--- src/rtl/pic_cmd_pkg.sv ---
package pic_cmd_pkg;
  typedef enum logic [2:0] {
    ST_IDLE = 3'd0,
    ST_W2   = 3'd1,
    ST_W3   = 3'd2,
    ST_W4   = 3'd3,
    ST_RDY  = 3'd4
  } seq_st_t;

  typedef struct packed {
    logic       vec_mode;
    logic       auto_eoi;
    logic [1:0] buf_mode;
    logic       sfn_mode;
  } w4_t;

  localparam int RESTART_BIT = 4;
endpackage

--- src/rtl/pic_init_seq.sv ---
module pic_init_seq
  import pic_cmd_pkg::*;
#(
  parameter int DW = 8
) (
  input  logic          clk,
  input  logic          rst,
  input  logic          wr,
  input  logic          a0,
  input  logic [DW-1:0] din,
  output logic          ready,
  output logic          init_clr,
  output logic          trig_level,
  output logic          single_mode,
  output logic          call_iv4,
  output logic [DW-1:0] vec_hi,
  output logic [DW-1:0] slave_map,
  output w4_t           w4
);
  seq_st_t st;
  logic    need4;
  logic    restart;
  logic    data_wr;

  assign restart = wr && !a0 && din[RESTART_BIT];
  assign data_wr = wr && a0;

  always_ff @(posedge clk) begin
    if (rst) begin
      st          <= ST_IDLE;
      ready       <= 1'b0;
      init_clr    <= 1'b0;
      need4       <= 1'b0;
      trig_level  <= 1'b0;
      single_mode <= 1'b0;
      call_iv4    <= 1'b0;
      vec_hi      <= '0;
      slave_map   <= '0;
      w4          <= '0;
    end else begin
      init_clr <= restart;
      if (restart) begin
        st          <= ST_W2;
        ready       <= 1'b0;
        need4       <= din[0];
        single_mode <= din[1];
        call_iv4    <= din[2];
        trig_level  <= din[3];
        slave_map   <= '0;
        w4          <= '0;
      end else if (data_wr) begin
        case (st)
          ST_W2: begin
            vec_hi <= din;
            if (!single_mode) st <= ST_W3;
            else if (need4) st <= ST_W4;
            else begin
              st    <= ST_RDY;
              ready <= 1'b1;
            end
          end
          ST_W3: begin
            slave_map <= din;
            if (need4) st <= ST_W4;
            else begin
              st    <= ST_RDY;
              ready <= 1'b1;
            end
          end
          ST_W4: begin
            w4.vec_mode <= din[0];
            w4.auto_eoi <= din[1];
            w4.buf_mode <= din[3:2];
            w4.sfn_mode <= din[4];
            st          <= ST_RDY;
            ready       <= 1'b1;
          end
          default: ;
        endcase
      end
    end
  end

  AST_RESTART_ENTERS_W2: assert property (@(posedge clk) disable iff (rst)
    restart |=> (st == ST_W2 && !ready && init_clr));
  AST_READY_HOLDS: assert property (@(posedge clk) disable iff (rst)
    (ready && !restart) |=> ready);
  AST_CLR_IS_ONE_SHOT: assert property (@(posedge clk) disable iff (rst)
    init_clr |-> $past(restart));
  AST_W4_ONLY_WHEN_ASKED: assert property (@(posedge clk) disable iff (rst)
    (st == ST_W4) |-> need4);
endmodule

--- src/rtl/pic_ocw_dec.sv ---
module pic_ocw_dec
  import pic_cmd_pkg::*;
#(
  parameter int DW  = 8,
  parameter int LVW = 3
) (
  input  logic           clk,
  input  logic           rst,
  input  logic           wr,
  input  logic           a0,
  input  logic [DW-1:0]  din,
  input  logic           ready,
  output logic [DW-1:0]  irq_mask,
  output logic           spec_mask,
  output logic           rd_isr,
  output logic           cmd_vld,
  output logic           cmd_rot,
  output logic           cmd_sel,
  output logic           cmd_eoi,
  output logic [LVW-1:0] cmd_lvl,
  output logic           poll_req
);
  logic restart, mask_wr, ctl_wr, sel_wr;

  assign restart = wr && !a0 && din[RESTART_BIT];
  assign mask_wr = wr && a0 && ready;
  assign ctl_wr  = wr && !a0 && ready && din[4:3] == 2'b00;
  assign sel_wr  = wr && !a0 && ready && din[4:3] == 2'b01;

  always_ff @(posedge clk) begin
    if (rst) begin
      irq_mask  <= '0;
      spec_mask <= 1'b0;
      rd_isr    <= 1'b0;
      cmd_vld   <= 1'b0;
      cmd_rot   <= 1'b0;
      cmd_sel   <= 1'b0;
      cmd_eoi   <= 1'b0;
      cmd_lvl   <= '0;
      poll_req  <= 1'b0;
    end else begin
      cmd_vld  <= ctl_wr;
      poll_req <= sel_wr && din[2];
      if (restart) begin
        irq_mask  <= '0;
        spec_mask <= 1'b0;
        rd_isr    <= 1'b0;
      end else begin
        if (mask_wr) irq_mask <= din;
        if (ctl_wr) begin
          cmd_rot <= din[7];
          cmd_sel <= din[6];
          cmd_eoi <= din[5];
          cmd_lvl <= din[LVW-1:0];
        end
        if (sel_wr) begin
          if (din[1]) rd_isr <= din[0];
          if (din[6]) spec_mask <= din[5];
        end
      end
    end
  end

  AST_MASK_ONLY_ON_WRITE: assert property (@(posedge clk) disable iff (rst)
    !wr |=> $stable(irq_mask));
  AST_SMM_ONLY_ON_WRITE: assert property (@(posedge clk) disable iff (rst)
    !wr |=> $stable(spec_mask));
  AST_CMD_FROM_WRITE: assert property (@(posedge clk) disable iff (rst)
    cmd_vld |-> $past(wr && !a0 && ready));
  AST_POLL_FROM_SELECT: assert property (@(posedge clk) disable iff (rst)
    poll_req |-> $past(wr && !a0 && ready && din[2]));
  AST_NOT_READY_NO_CMD: assert property (@(posedge clk) disable iff (rst)
    !ready |=> !(cmd_vld || poll_req));
endmodule

--- src/rtl/pic_rd_mux.sv ---
module pic_rd_mux #(
  parameter int DW = 8
) (
  input  logic          clk,
  input  logic          rst,
  input  logic          a0,
  input  logic          rd_isr,
  input  logic [DW-1:0] irq_mask,
  input  logic [DW-1:0] irr_in,
  input  logic [DW-1:0] isr_in,
  output logic [DW-1:0] dout
);
  always_ff @(posedge clk) begin
    if (rst) dout <= '0;
    else if (a0) dout <= irq_mask;
    else if (rd_isr) dout <= isr_in;
    else dout <= irr_in;
  end

  AST_MASK_READBACK: assert property (@(posedge clk) disable iff (rst)
    a0 |=> (dout == $past(irq_mask)));
endmodule

--- src/rtl/pic_cmd_decoder.sv ---
module pic_cmd_decoder
  import pic_cmd_pkg::*;
#(
  parameter int DW  = 8,
  parameter int LVW = $clog2(DW)
) (
  input  logic           clk,
  input  logic           rst,
  input  logic           wr_stb,
  input  logic           a0,
  input  logic [DW-1:0]  din,
  input  logic [DW-1:0]  irr_in,
  input  logic [DW-1:0]  isr_in,
  output logic [DW-1:0]  dout,
  output logic           ready,
  output logic           init_clr,
  output logic           trig_level,
  output logic           single_mode,
  output logic           call_iv4,
  output logic [DW-1:0]  vec_hi,
  output logic [DW-1:0]  slave_map,
  output logic           vec_mode,
  output logic           auto_eoi,
  output logic [1:0]     buf_mode,
  output logic           sfn_mode,
  output logic [DW-1:0]  irq_mask,
  output logic           spec_mask,
  output logic           cmd_vld,
  output logic           cmd_rot,
  output logic           cmd_sel,
  output logic           cmd_eoi,
  output logic [LVW-1:0] cmd_lvl,
  output logic           poll_req
);
  w4_t  w4;
  logic rd_isr;

  pic_init_seq #(.DW(DW)) u_seq (
    .clk(clk), .rst(rst), .wr(wr_stb), .a0(a0), .din(din),
    .ready(ready), .init_clr(init_clr), .trig_level(trig_level),
    .single_mode(single_mode), .call_iv4(call_iv4), .vec_hi(vec_hi),
    .slave_map(slave_map), .w4(w4)
  );

  assign vec_mode = w4.vec_mode;
  assign auto_eoi = w4.auto_eoi;
  assign buf_mode = w4.buf_mode;
  assign sfn_mode = w4.sfn_mode;

  pic_ocw_dec #(.DW(DW), .LVW(LVW)) u_ocw (
    .clk(clk), .rst(rst), .wr(wr_stb), .a0(a0), .din(din), .ready(ready),
    .irq_mask(irq_mask), .spec_mask(spec_mask), .rd_isr(rd_isr),
    .cmd_vld(cmd_vld), .cmd_rot(cmd_rot), .cmd_sel(cmd_sel),
    .cmd_eoi(cmd_eoi), .cmd_lvl(cmd_lvl), .poll_req(poll_req)
  );

  pic_rd_mux #(.DW(DW)) u_rd (
    .clk(clk), .rst(rst), .a0(a0), .rd_isr(rd_isr), .irq_mask(irq_mask),
    .irr_in(irr_in), .isr_in(isr_in), .dout(dout)
  );

  AST_SKIPPED_W4_ZERO: assert property (@(posedge clk) disable iff (rst)
    (wr_stb && !a0 && din[4] && !din[0]) |=> (w4 == '0));
  AST_MASK_CLEARED_ON_RESTART: assert property (@(posedge clk) disable iff (rst)
    (wr_stb && !a0 && din[4]) |=> (irq_mask == '0 && !spec_mask));
endmodule

--- config.mk ---
export PLATFORM = sky130hd
export DESIGN_NAME = pic_cmd_decoder
export DESIGN_NICKNAME = d
export VERILOG_FILES = /design/src/rtl/pic_cmd_pkg.sv /design/src/rtl/pic_init_seq.sv /design/src/rtl/pic_ocw_dec.sv /design/src/rtl/pic_rd_mux.sv /design/src/rtl/pic_cmd_decoder.sv
export SDC_FILE = /design/constraint.sdc
export NUM_CORES = 1
export LEC_CHECK = 0
export CORE_MARGIN = 4
export CORE_UTILIZATION = 41
export CTS_BUF_LIST = sky130_fd_sc_hd__clkbuf_4
export CTS_CLUSTER_DIAMETER = 200
export DETAILED_ROUTE_END_ITERATION = 8
export DONT_BUFFER_PORTS = 1
export HOLD_SLACK_MARGIN = 0.02
export PLACE_DENSITY = 0.55
export SETUP_SLACK_MARGIN = 0.15
export SYNTH_ARGS = -nofsm -noshare
export SYNTH_HDL_FRONTEND = slang
export SYNTH_SLANG_ARGS = --single-unit
--- constraint.sdc ---
create_clock -name clk -period 3.84 [get_ports clk]
set_input_delay 0.192 -clock clk [delete_from_list [all_inputs] [get_ports clk]]
set_output_delay 0.192 -clock clk [all_outputs]
set_load 0.05 [all_outputs]
# Word level (Yosys, flattened, before mapping)
# Index checks and enable logic that the tools add are counted.
# word_totals
ff_bits	56
input_bits	28
out_inout_bits	51
word_cells	63
# classes
eq_ne	5
muxes	10
bitwise	1
reduce_logical	23
# op_table
cell	n
two-way mux 8 bit	2
AND reduction 2 bit	7
one-hot mux 3 bit (3 select lines)	1
logical AND 1 bit	8
== test 3 x 2 -> 1 bit (second input constant)	2
two-way mux 3 bit	2
AND reduction 3 bit	2
two-way mux 1 bit	4
nonzero test 4 bit	1
== test 3 x 1 -> 1 bit (second input constant)	1
one-hot mux 1 bit (3 select lines)	1
nonzero test 3 bit	1
== test 2 x 1 -> 1 bit (second input constant)	1
zero test 2 bit	1
inequality test 2 x 1 -> 1 bit (second input constant)	1
nonzero test 2 bit	1
OR reduction 2 bit	1
zero test 1 bit	1
NOT 1 bit	1

# Logic depth before layout (Yosys ltp)
# Gate-level depths: netlist (run 1).
# depth
ltp_word	5
depth_mapped	6
depth_no_buf	4

# Hierarchy
# A second synthesis (run 1) with hierarchy kept.
# hier_totals
cells_unflattened	243
area_unflattened_um2	2338.5
# modules_own_cells
mod	instances	cells_each	area_each_um2	seq_area_each_um2
pic_init_seq	1	134	1262.5	600.6
pic_ocw_dec	1	74	706.9	360.3
pic_rd_mux	1	35	369.1	160.2

# Least setup slack after synthesis (run 1)
# No wires, ideal clock.
# synth_path
path_type	reg-to-reg
start	register u_seq.ready
end	register u_ocw.cmd_eoi
setup_ns	0.128
t_arrival_ns	1.465
t_required_ns	3.712
slack_ns	2.247
stages_incl_launch_ff	6
n_path_buf	1
synth_period_minus_slack_ns	1.593
cell_sequence	dfxtp_1 > and4bb_2 > nor2b_1 > buf_4 > mux2i_1 > nor2_1
# synth_between
elab_chain_len	3
# synth_lines
item	line_no	source
start, declared	pic_init_seq.sv:11	output logic ready,
start signal, assigned	pic_init_seq.sv:31	ready <= 1'b0;
start signal, assigned	pic_init_seq.sv:44	ready <= 1'b0;
start signal, assigned	pic_init_seq.sv:59	ready <= 1'b1;
logical AND 1 bit (2 in a row)	pic_ocw_dec.sv:27	assign ctl_wr = wr && !a0 && ready && din[4:3] == 2'b00;
AND reduction 2 bit (no line)	--	
end signal, assigned	pic_ocw_dec.sv:53	cmd_eoi <= din[5];
end, declared	pic_ocw_dec.sv:19	output logic cmd_eoi,
# No other way between the ends.
# A chain may end at the register's enable or synchronous reset.

# Worst setup path in the final report (run 1)
# layout_path
start	register u_seq.ready
end	register u_ocw.cmd_lvl[0]
# layout_between
elab_chain_len	3
# layout_lines
item	line_no	source
logical AND 1 bit (2 in a row)	pic_ocw_dec.sv:27	
AND reduction 2 bit (no line)	--	
end signal, assigned	pic_ocw_dec.sv:54	cmd_lvl <= din[LVW-1:0];
end, declared	pic_ocw_dec.sv:20	output logic [LVW-1:0] cmd_lvl,
# No other way between the ends.

==> flow_summary.json, run 1 <==
{
  "status": "finished, final reports clean",
  "drtIter0Drc": 56,
  "syn_avg_cell_area_sq_um": 10.1,
  "setup_tns_ns": 0,
  "synth_compound_area_share_pct": 4.15,
  "skew_ns": 0.00508,
  "layout-drive-gt1-share_pct": 6.76,
  "fin_ws_ns": 1.71,
  "yosysWarnings": 0,
  "synth_common_cells": "nor2_1, dfxtp_1, mux2i_1",
  "worstSkewPairLatency_ns": 0.35,
  "h-tree-depth": 2,
  "hold_path_class": "input port to flop",
  "peakVddDrop_v": 0.000213,
  "place_congestion": 0.697,
  "area_delta_synth_final_pct": 8.30,
  "postCtsSetupBuffers": 0,
  "viasPerCell": 5.23,
  "row_count": 26,
  "grt_max_degree": 31,
  "die_width_um": 80.8,
  "vias": 1527,
  "ys_top_cells_by_area": "dfxtp_1, mux2i_1, nor2_1",
  "place_hpwl_mm": 3.53,
  "maxSlewViolCount": 0,
  "synth_top_area_share_pct": 51.6,
  "synthFlopType": "dfxtp_1",
  "slowest_stage": "dfxtp_1",
  "synth_adder_area_share_pct": 0,
  "overflow": 0,
  "cp_slowest_stage_delay_ns": 0.72,
  "io_buffer_count": 0,
  "antenna_cells": 0,
  "ys_types": 29,
  "yosysMostFrequentCell": "nor2_1",
  "syn_area_sq_mm": 0.00217,
  "cp_cell_sequence": "and4bb_2 -> nor2b_1 -> mux2i_1 -> nor2_1",
  "yosysTopAreaCell": "dfxtp_1",
  "synthMuxAreaShare_pct": 23.0,
  "synth_cells": 215,
  "antenna_found_initial": 0,
  "wl_per_cell_um": 18.1,
  "synth-seq-cells": 56,
  "wl_mm": 5.29,
  "clock_path_buffers": 2,
  "drc": 0,
  "p_total_uw": 919,
  "tightest_slew_ns": 1.15,
  "synth_edf_count": 0,
  "synth_simple_gate_area_share_pct": 17.5,
  "cts_hold_buf": 10,
  "pwr_density_cell_mw_per_mm2": 391,
  "hold_viol_final": 0,
  "drtAntennaViolNets": 0,
  "cts_num_sinks": 56,
  "io_pins": 79,
  "synth_xor_area_share_pct": 0,
  "ys_seq_area_share_pct": 51.6,
  "cts_resized": 0,
  "worst_setup_path_start_kind": "flop",
  "endpoint_kind": "flop",
  "cts_tree": "yes",
  "grt_pass1_vias": 1509,
  "max_freq_mhz": 470,
  "clk_pin_slew_worst_paths_ns": 0.14,
  "syn_nets": 243,
  "async_flop_share_pct": 0,
  "rsz0062_at_grt": "no",
  "core_area_sq_mm": 0.00511,
  "critPathKind": "flop to flop",
  "setup_violations": 0,
  "die_h_um": 80.8,
  "initial_utilization_pct": 42.5,
  "drv_cap": 0,
  "p_leak_nw": 0.956,
  "track_usage_pct": 16.6,
  "drtPass1Iterations": 4,
  "fin_nets": 249,
  "cts_root_buf": "clkbuf_4",
  "slew_headroom_pct": 23.1,
  "period_share_pct": 55.4,
  "critPathMaxFanout": 7,
  "cts_buffers": 5,
  "preCtsSetupSlack_ns": 1.78,
  "cp.required_ns": 4.06,
  "cp.arrival_ns": 2.34,
  "synth_top_family_by_area": "multiplexers",
  "rrSetupSlack_ns": 1.71,
  "min_period_ns": 2.13,
  "n_fill_cell": 498,
  "grt_pass1_wl_mm": 8.06,
  "dieArea_sq_mm": 0.00653
}
-- cell families after synthesis --
family / Yosys count
AO/OA/AOI/OAI: 15
buffers and inverters: 14
flip-flops: 56
multiplexers: 50
AND/OR/NAND/NOR: 80
-- worst max-delay path, delay by kind of cell (launching register included) --
kind | cells | cell delay (ns)
AND/OR/NAND/NOR | 3 | 1.01
multiplexers | 1 | 0.26
flip-flops | 1 | 0.72
-- area by class of cell --
type | instances | area (sq um) | area share (%)
clock buffers | 7 | 52.6 | 2.23
repair buffers | 11 | 110 | 4.68
flip-flops and latches | 56 | 1120 | 47.7
inverters | 2 | 7.51 | 0.319
clock inverters | 1 | 3.75 | 0.160
well taps | 70 | 87.6 | 3.72
multi-input cells | 145 | 970 | 41.2
-- report_power, final --
part | switching (mW) | internal [mW] | leakage [nW]
sequential | 0.0271 | 0.589 | 0.453
combinational | 0.0312 | 0.0207 | 0.469
clock | 0.167 | 0.0851 | 0.0338
-- cell usage in the layout, fill, tap and decap left out, drive strengths merged, types with 2 or more instances in the layout --
master and instances:
nor2 60, dfxtp 56, mux2i 50, dlygate4sd3 11, a21oi 9, clkbuf 7
nand3 5, nor2b 3, inv 2, o21ba 2, o21ai 2, nand2b 2
nand2 2, nor3 2
-- per-stage QoR --
| step | cells | util, % | hold WS, ns | area (sq um) |
|---|---|---|---|---|
| 2_1_floorplan | 215 | - | 0.336 | 2170 |
| 3_3_place_gp | 273 | 42.8 | 0.266 | 2190 |
| 3_5_place_dp | 273 | 42.8 | 0.269 | 2190 |
| 4_1_cts | 291 | 45.9 | 0.0214 | 2340 |
| 5_1_grt | 292 | 46.1 | 0.0422 | 2350 |
| 6_report | 292 | 46.1 | 0.0473 | 2350 |
-- worst paths after layout --
check,from,endpoint,depth (start not counted)
max,u_seq.ready,u_ocw.cmd_lvl[0],4
min,a0,u_rd.dout[0],3
min reg2reg,u_seq.need4,u_seq.need4,2
max reg2reg,u_seq.ready,u_ocw.cmd_lvl[0],4
-- flip-flops by register name, summed over array words and instances, names as in the netlist, 3 cells and up --
register         count
u_ocw.irq_mask       8
u_ocw.cmd_lvl        3
u_seq.vec_hi         8
u_seq.st             3
u_rd.dout            8
u_seq.slave_map      8
u_seq.w4             5
-- metal layers --
layer	share of wire [%]	GRT usage, %	vias to the layer above
met3	9.1	6.32	2
li1	-	-	733
met2	48	28.5	53
met4	0.51	4.56	0
met5	0	0	-
met1	43	19.4	739
(Power assumes the default switching activity.)
==> inputs of run 2 (changes only) <==
Clock period 3.84 ns to 2 ns, I/O delays scaled along.
==> run 2 against run 1 <==
Cell count up 7.5%. Setup slack worse by 1.4 ns. Core utilization up 4.7 points. Via count up 9.6%. Maximum frequency up 24%. Flip-flop and latch count unchanged. Largest cell class unchanged.
==> flow_summary.json, run 2 (synthesis results as in run 1) <==
{
  "grt_max_degree": 31,
  "max_freq_mhz": 583,
  "swShare_pct": 24.1,
  "clock_path_buffers": 2,
  "wl_per_cell_um": 18.3,
  "worst_setup_path_start_kind": "flop",
  "peakVddDrop_v": 0.000445,
  "period_share_pct": 85.8,
  "setup_violations": 0,
  "path_buf_inv": 1,
  "drtIter0Drc": 134,
  "endpoint_kind": "flop",
  "vias": 1674,
  "layoutNonFillerInstCount": 314,
  "place_congestion": 0.778,
  "drtPass1Iterations": 6,
  "hold_viol_final": 0,
  "power_frac_comb_pct": 7.4,
  "power.switching_uw": 462,
  "final_cell_area_sq_mm": 0.00259,
  "fin_nets": 271,
  "cts_tree": "yes",
  "p_leak_nw": 1.07,
  "cp.arrival_ns": 1.99,
  "viasPerCell": 5.33,
  "min_period_ns": 1.72,
  "rsz0062_at_grt": "no",
  "maxSlewViolCount": 0,
  "track_usage_pct": 18.1,
  "cts_buffers": 5,
  "cts_root_buf": "clkbuf_4",
  "met3_usage_pct": 7.21,
  "setup_tns_ns": 0,
  "cp_cell_sequence": "mux2i_1 -> dlygate4sd3_1 -> nor2_1 -> a21oi_1 -> nor2_1",
  "critPathMaxFanout": 9,
  "area_delta_synth_final_pct": 19.4,
  "cp_slowest_stage_delay_ns": 0.59,
  "rrSetupSlack_ns": 0.28,
  "place_hpwl_mm": 3.72,
  "p_clk_share_pct": 31.0,
  "slowest_stage": "dlygate4sd3_1",
  "grt_pass1_wl_mm": 8.91,
  "dieArea_sq_mm": 0.00653,
  "io_buffer_count": 0,
  "skew_ns": 0.00504,
  "pwr_density_cell_mw_per_mm2": 739,
  "h-tree-depth": 2,
  "antenna_found_initial": 0,
  "hold_path_class": "input port to flop",
  "seqPwrFrac_pct": 61.6,
  "die_width_um": 80.8,
  "io_pins": 79,
  "wl_mm": 5.74,
  "holdWs_ns": 0.0587,
  "path_delay_family": "buffers and inverters",
  "tightest_slew_ns": 0.604,
  "cp.required_ns": 2.28,
  "drv_cap": 0,
  "grtUsageMet2_pct": 32.0,
  "place_area_sq_mm": 0.00222,
  "cpMostUsedCell": "nor2_1",
  "power.internal_mw": 1.45,
  "worstSkewPairLatency_ns": 0.37,
  "grt_pass1_vias": 1668,
  "antenna_cells": 0,
  "drc": 0,
  "use_met1_pct": 19.8,
  "core_area_sq_mm": 0.00511,
  "fin_ws_ns": 0.285,
  "preCtsSetupSlack_ns": 0.423,
  "critPathKind": "flop to flop",
  "drtAntennaViolNets": 0,
  "overflow": 0,
  "status": "finished, final reports clean",
  "postLayoutCoreUtil_pct": 50.8,
  "die_h_um": 80.8,
  "row_count": 26,
  "layout_common_cells": "nor2_1, dfxtp_1, mux2i_1",
  "p_total_mw": 1.92,
  "busiest_layer": "met2",
  "cts_num_sinks": 56,
  "dp.cells": 277,
  "layout-drive-gt1-share_pct": 8.20,
  "slew_headroom_pct": 59.6,
  "initial_utilization_pct": 42.5,
  "clk_pin_slew_worst_paths_ns": 0.14,
  "mostFrequentLayoutCell": "nor2_1",
  "postCtsSetupBuffers": 0
}
==> run 2: worst reg2reg max path: cells and delay by family, from the launching register on <==
family                 cells  cell delay, ns
AO/OA/AOI/OAI              1            0.14
multiplexers               1            0.27
buffers and inverters      1            0.59
flip-flops                 1            0.53
AND/OR/NAND/NOR            2            0.10
==> run 2: what timing repair did <==
action / in CTS / in global routing
gates resized for setup: 0 / 1
hold buffers: 29 / 0
setup endpoints to repair: 0 / 7
endpoints found under the hold margin: 53 / 0
==> run 2: power groups by stage <==
stage	registers, mW	clock network (mW)	logic (mW)
after detailed placement	1.20	0	0.0646
after CTS	1.18	0.609	0.140
after global routing	1.18	0.657	0.154
final	1.18	0.594	0.143
after global placement	1.20	0	0.0612
after floorplan	1.20	0	0.0676
==> run 2: path summary, 6_finish.rpt <==
check | start | to | depth (start not counted)
min | a0 | u_seq.st[1] | 3
max | u_ocw.rd_isr | u_rd.dout[1] | 5
max reg2reg | u_ocw.rd_isr | u_rd.dout[1] | 5
min reg2reg | u_seq.need4 | u_seq.st[0] | 2
==> run 2: cell type report <==
type / count / area (sq um)
repair buffers: 33 / 330
multi-input cells: 145 / 970
well taps: 70 / 87.6
clock inverters: 3 / 37.5
flip-flops and latches: 56 / 1120
fillers: 477 / 2510
clock buffers: 5 / 37.5
inverters: 2 / 7.51
==> run 2: metal layers <==
metal	vias to the layer above	part of all wire, %
met5	-	0
met1	806	36
li1	776	-
met4	0	1.4
met2	83	50
met3	9	12
==> inputs of run 3 (changes only) <==
Clock period 2 ns to 1.89 ns, I/O delays scaled along.
==> run 3 against run 2 <==
Critical endpoint is now u_seq.slave_map[2]. Highest routed layer unchanged. Register-to-register slack better by 0.04 ns. Non-clock buffer count rose by 7. Critical path type unchanged. Largest power group unchanged. Flip-flop and latch count unchanged. Sequential power up 6%.
==> flow_summary.json, run 3 (synthesis results as in run 1) <==
{
  "slew_headroom_pct": 61.1,
  "cts_buffers": 5,
  "rr_endpoint": "u_seq.slave_map[2]",
  "initial_utilization_pct": 42.5,
  "skew_ns": 0.00529,
  "hold_depth": 3,
  "antenna_found_initial": 0,
  "min_period_ns": 1.57,
  "fin_nets": 278,
  "worstHoldStart": "a0",
  "status": "finished, final reports clean",
  "peakVddDrop_v": 0.000400,
  "max_freq_mhz": 638,
  "cts_tree": "yes",
  "drc": 0,
  "area_delta_synth_final_pct": 21.4,
  "preCtsSetupSlack_ns": 0.340,
  "cp.required_ns": 2.16,
  "place_hpwl_mm": 3.60,
  "viasPerCell": 5.11,
  "drtIter0Drc": 79,
  "fin_ws_ns": 0.322,
  "endpoint_kind": "flop",
  "p_total_mw": 2.00,
  "overflow": 0,
  "rrSetupSlack_ns": 0.32,
  "io_pins": 79,
  "grt_max_degree": 32,
  "layout-drive-gt1-share_pct": 10.4,
  "wl_mm": 5.34,
  "cp_cell_sequence": "nand3_2 -> or3_1 -> mux2i_1 -> nor2_1",
  "drtAntennaViolNets": 0,
  "n_fill_cell": 460,
  "clock_path_buffers": 2,
  "die_h_um": 80.8,
  "track_usage_pct": 16.8,
  "postCtsSetupBuffers": 0,
  "place_congestion": 0.760,
  "hold_viol_final": 0,
  "cts_root_buf": "clkbuf_4",
  "dieArea_sq_mm": 0.00653,
  "row_count": 26,
  "worstSkewPairLatency_ns": 0.36,
  "cts_hold_buf": 29,
  "h-tree-depth": 2,
  "multi_input_comb_area_sq_um": 970,
  "reg2reg_from": "u_seq.st[1]",
  "maxSlewViolCount": 0,
  "path_buf_inv": 0,
  "cp.arrival_ns": 1.83,
  "worst_setup_path_start_kind": "flop",
  "reg2regPathDepth": 4,
  "die_width_um": 80.8,
  "slowest_stage": "or3_1",
  "critPathKind": "flop to flop",
  "layout_common_cells": "nor2_1, dfxtp_1, mux2i_1",
  "rsz0062_at_grt": "no",
  "vias": 1631,
  "register_area_sq_mm": 0.00112,
  "setup_violations": 0,
  "path_delay_family": "simple AND/OR/NAND/NOR gates",
  "core_area_sq_mm": 0.00511,
  "io_buffer_count": 0,
  "period_share_pct": 82.9,
  "pwr_density_cell_mw_per_mm2": 760,
  "critPathMaxFanout": 8,
  "drv_cap": 0,
  "grt_pass1_vias": 1723,
  "drtPass1Iterations": 4,
  "tightest_slew_ns": 0.583,
  "antenna_cells": 0,
  "cts_resized": 0,
  "setup_tns_ns": 0,
  "cp_slowest_stage_delay_ns": 0.56,
  "mostFrequentLayoutCell": "nor2_1",
  "clk_pin_slew_worst_paths_ns": 0.14,
  "min_to": "u_seq.st[1]",
  "wl_per_cell_um": 16.7,
  "grt_pass1_wl_mm": 8.35,
  "hold_path_class": "input port to flop",
  "p_leak_nw": 1.10,
  "cts_num_sinks": 56
}
[run 3: changes by cell type in the layout (fill, tap and decap cells not counted)]
| cell | change |
|---|---|
| dfxtp_1 | +1 |
| buf_4 | +7 |
| dfxtp_2 | -1 |
| clkinv_1 | -2 |
[run 3: per-layer routing]
layer	up-vias	share of wire [%]	global-route usage (%)
li1	797	-	-
met1	771	41	18.3
met2	55	47	29.5
met3	8	11	7.43
met4	0	1.2	4.90
met5	-	0	0
[run 3: worst max-delay path by stage]
stage,start,end,depth (start not counted)
detailed placement,u_seq.st[1],u_seq.slave_map[5],4
floorplan,u_seq.ready,u_ocw.cmd_eoi,5
global route,u_seq.st[1],u_seq.slave_map[5],4
CTS,u_seq.st[1],u_seq.slave_map[5],4
global placement,u_seq.st[1],u_seq.slave_map[1],4
finish,u_seq.st[1],u_seq.slave_map[2],4
[run 3: through the flow]
step | util [%] | instance area [sq um] | instances | hold slack, ns
6_report | 51.6 | 2640 | 319 | 0.0490
5_1_grt | 51.6 | 2640 | 319 | 0.0707
4_1_cts | 51.6 | 2640 | 319 | 0.0327
3_5_place_dp | 44.4 | 2270 | 284 | 0.172
3_3_place_gp | 44.4 | 2270 | 284 | 0.167
2_1_floorplan | - | 2170 | 215 | 0.238
[run 3: worst register-to-register path, cell delays in order (launching register included)]
cell and delay, ns:
dfxtp_1 0.49, nand3_2 0.12, or3_1 0.56, mux2i_1 0.26
nor2_1 0.06
[run 3: power breakdown]
part	total (mW)	switching [mW]	internal, mW
sequential	1.25	0.0510	1.20
clock	0.607	0.342	0.266
combinational	0.149	0.0775	0.0715
total	2.00	0.470	1.53
[run 3: area by class of cell]
class,count,area share (%)
well taps,70,3.32
clock inverters,1,1.14
repair buffers,40,14.5
inverters,2,0.285
multi-input cells,145,36.8
flip-flops and latches,56,42.5
clock buffers,5,1.42
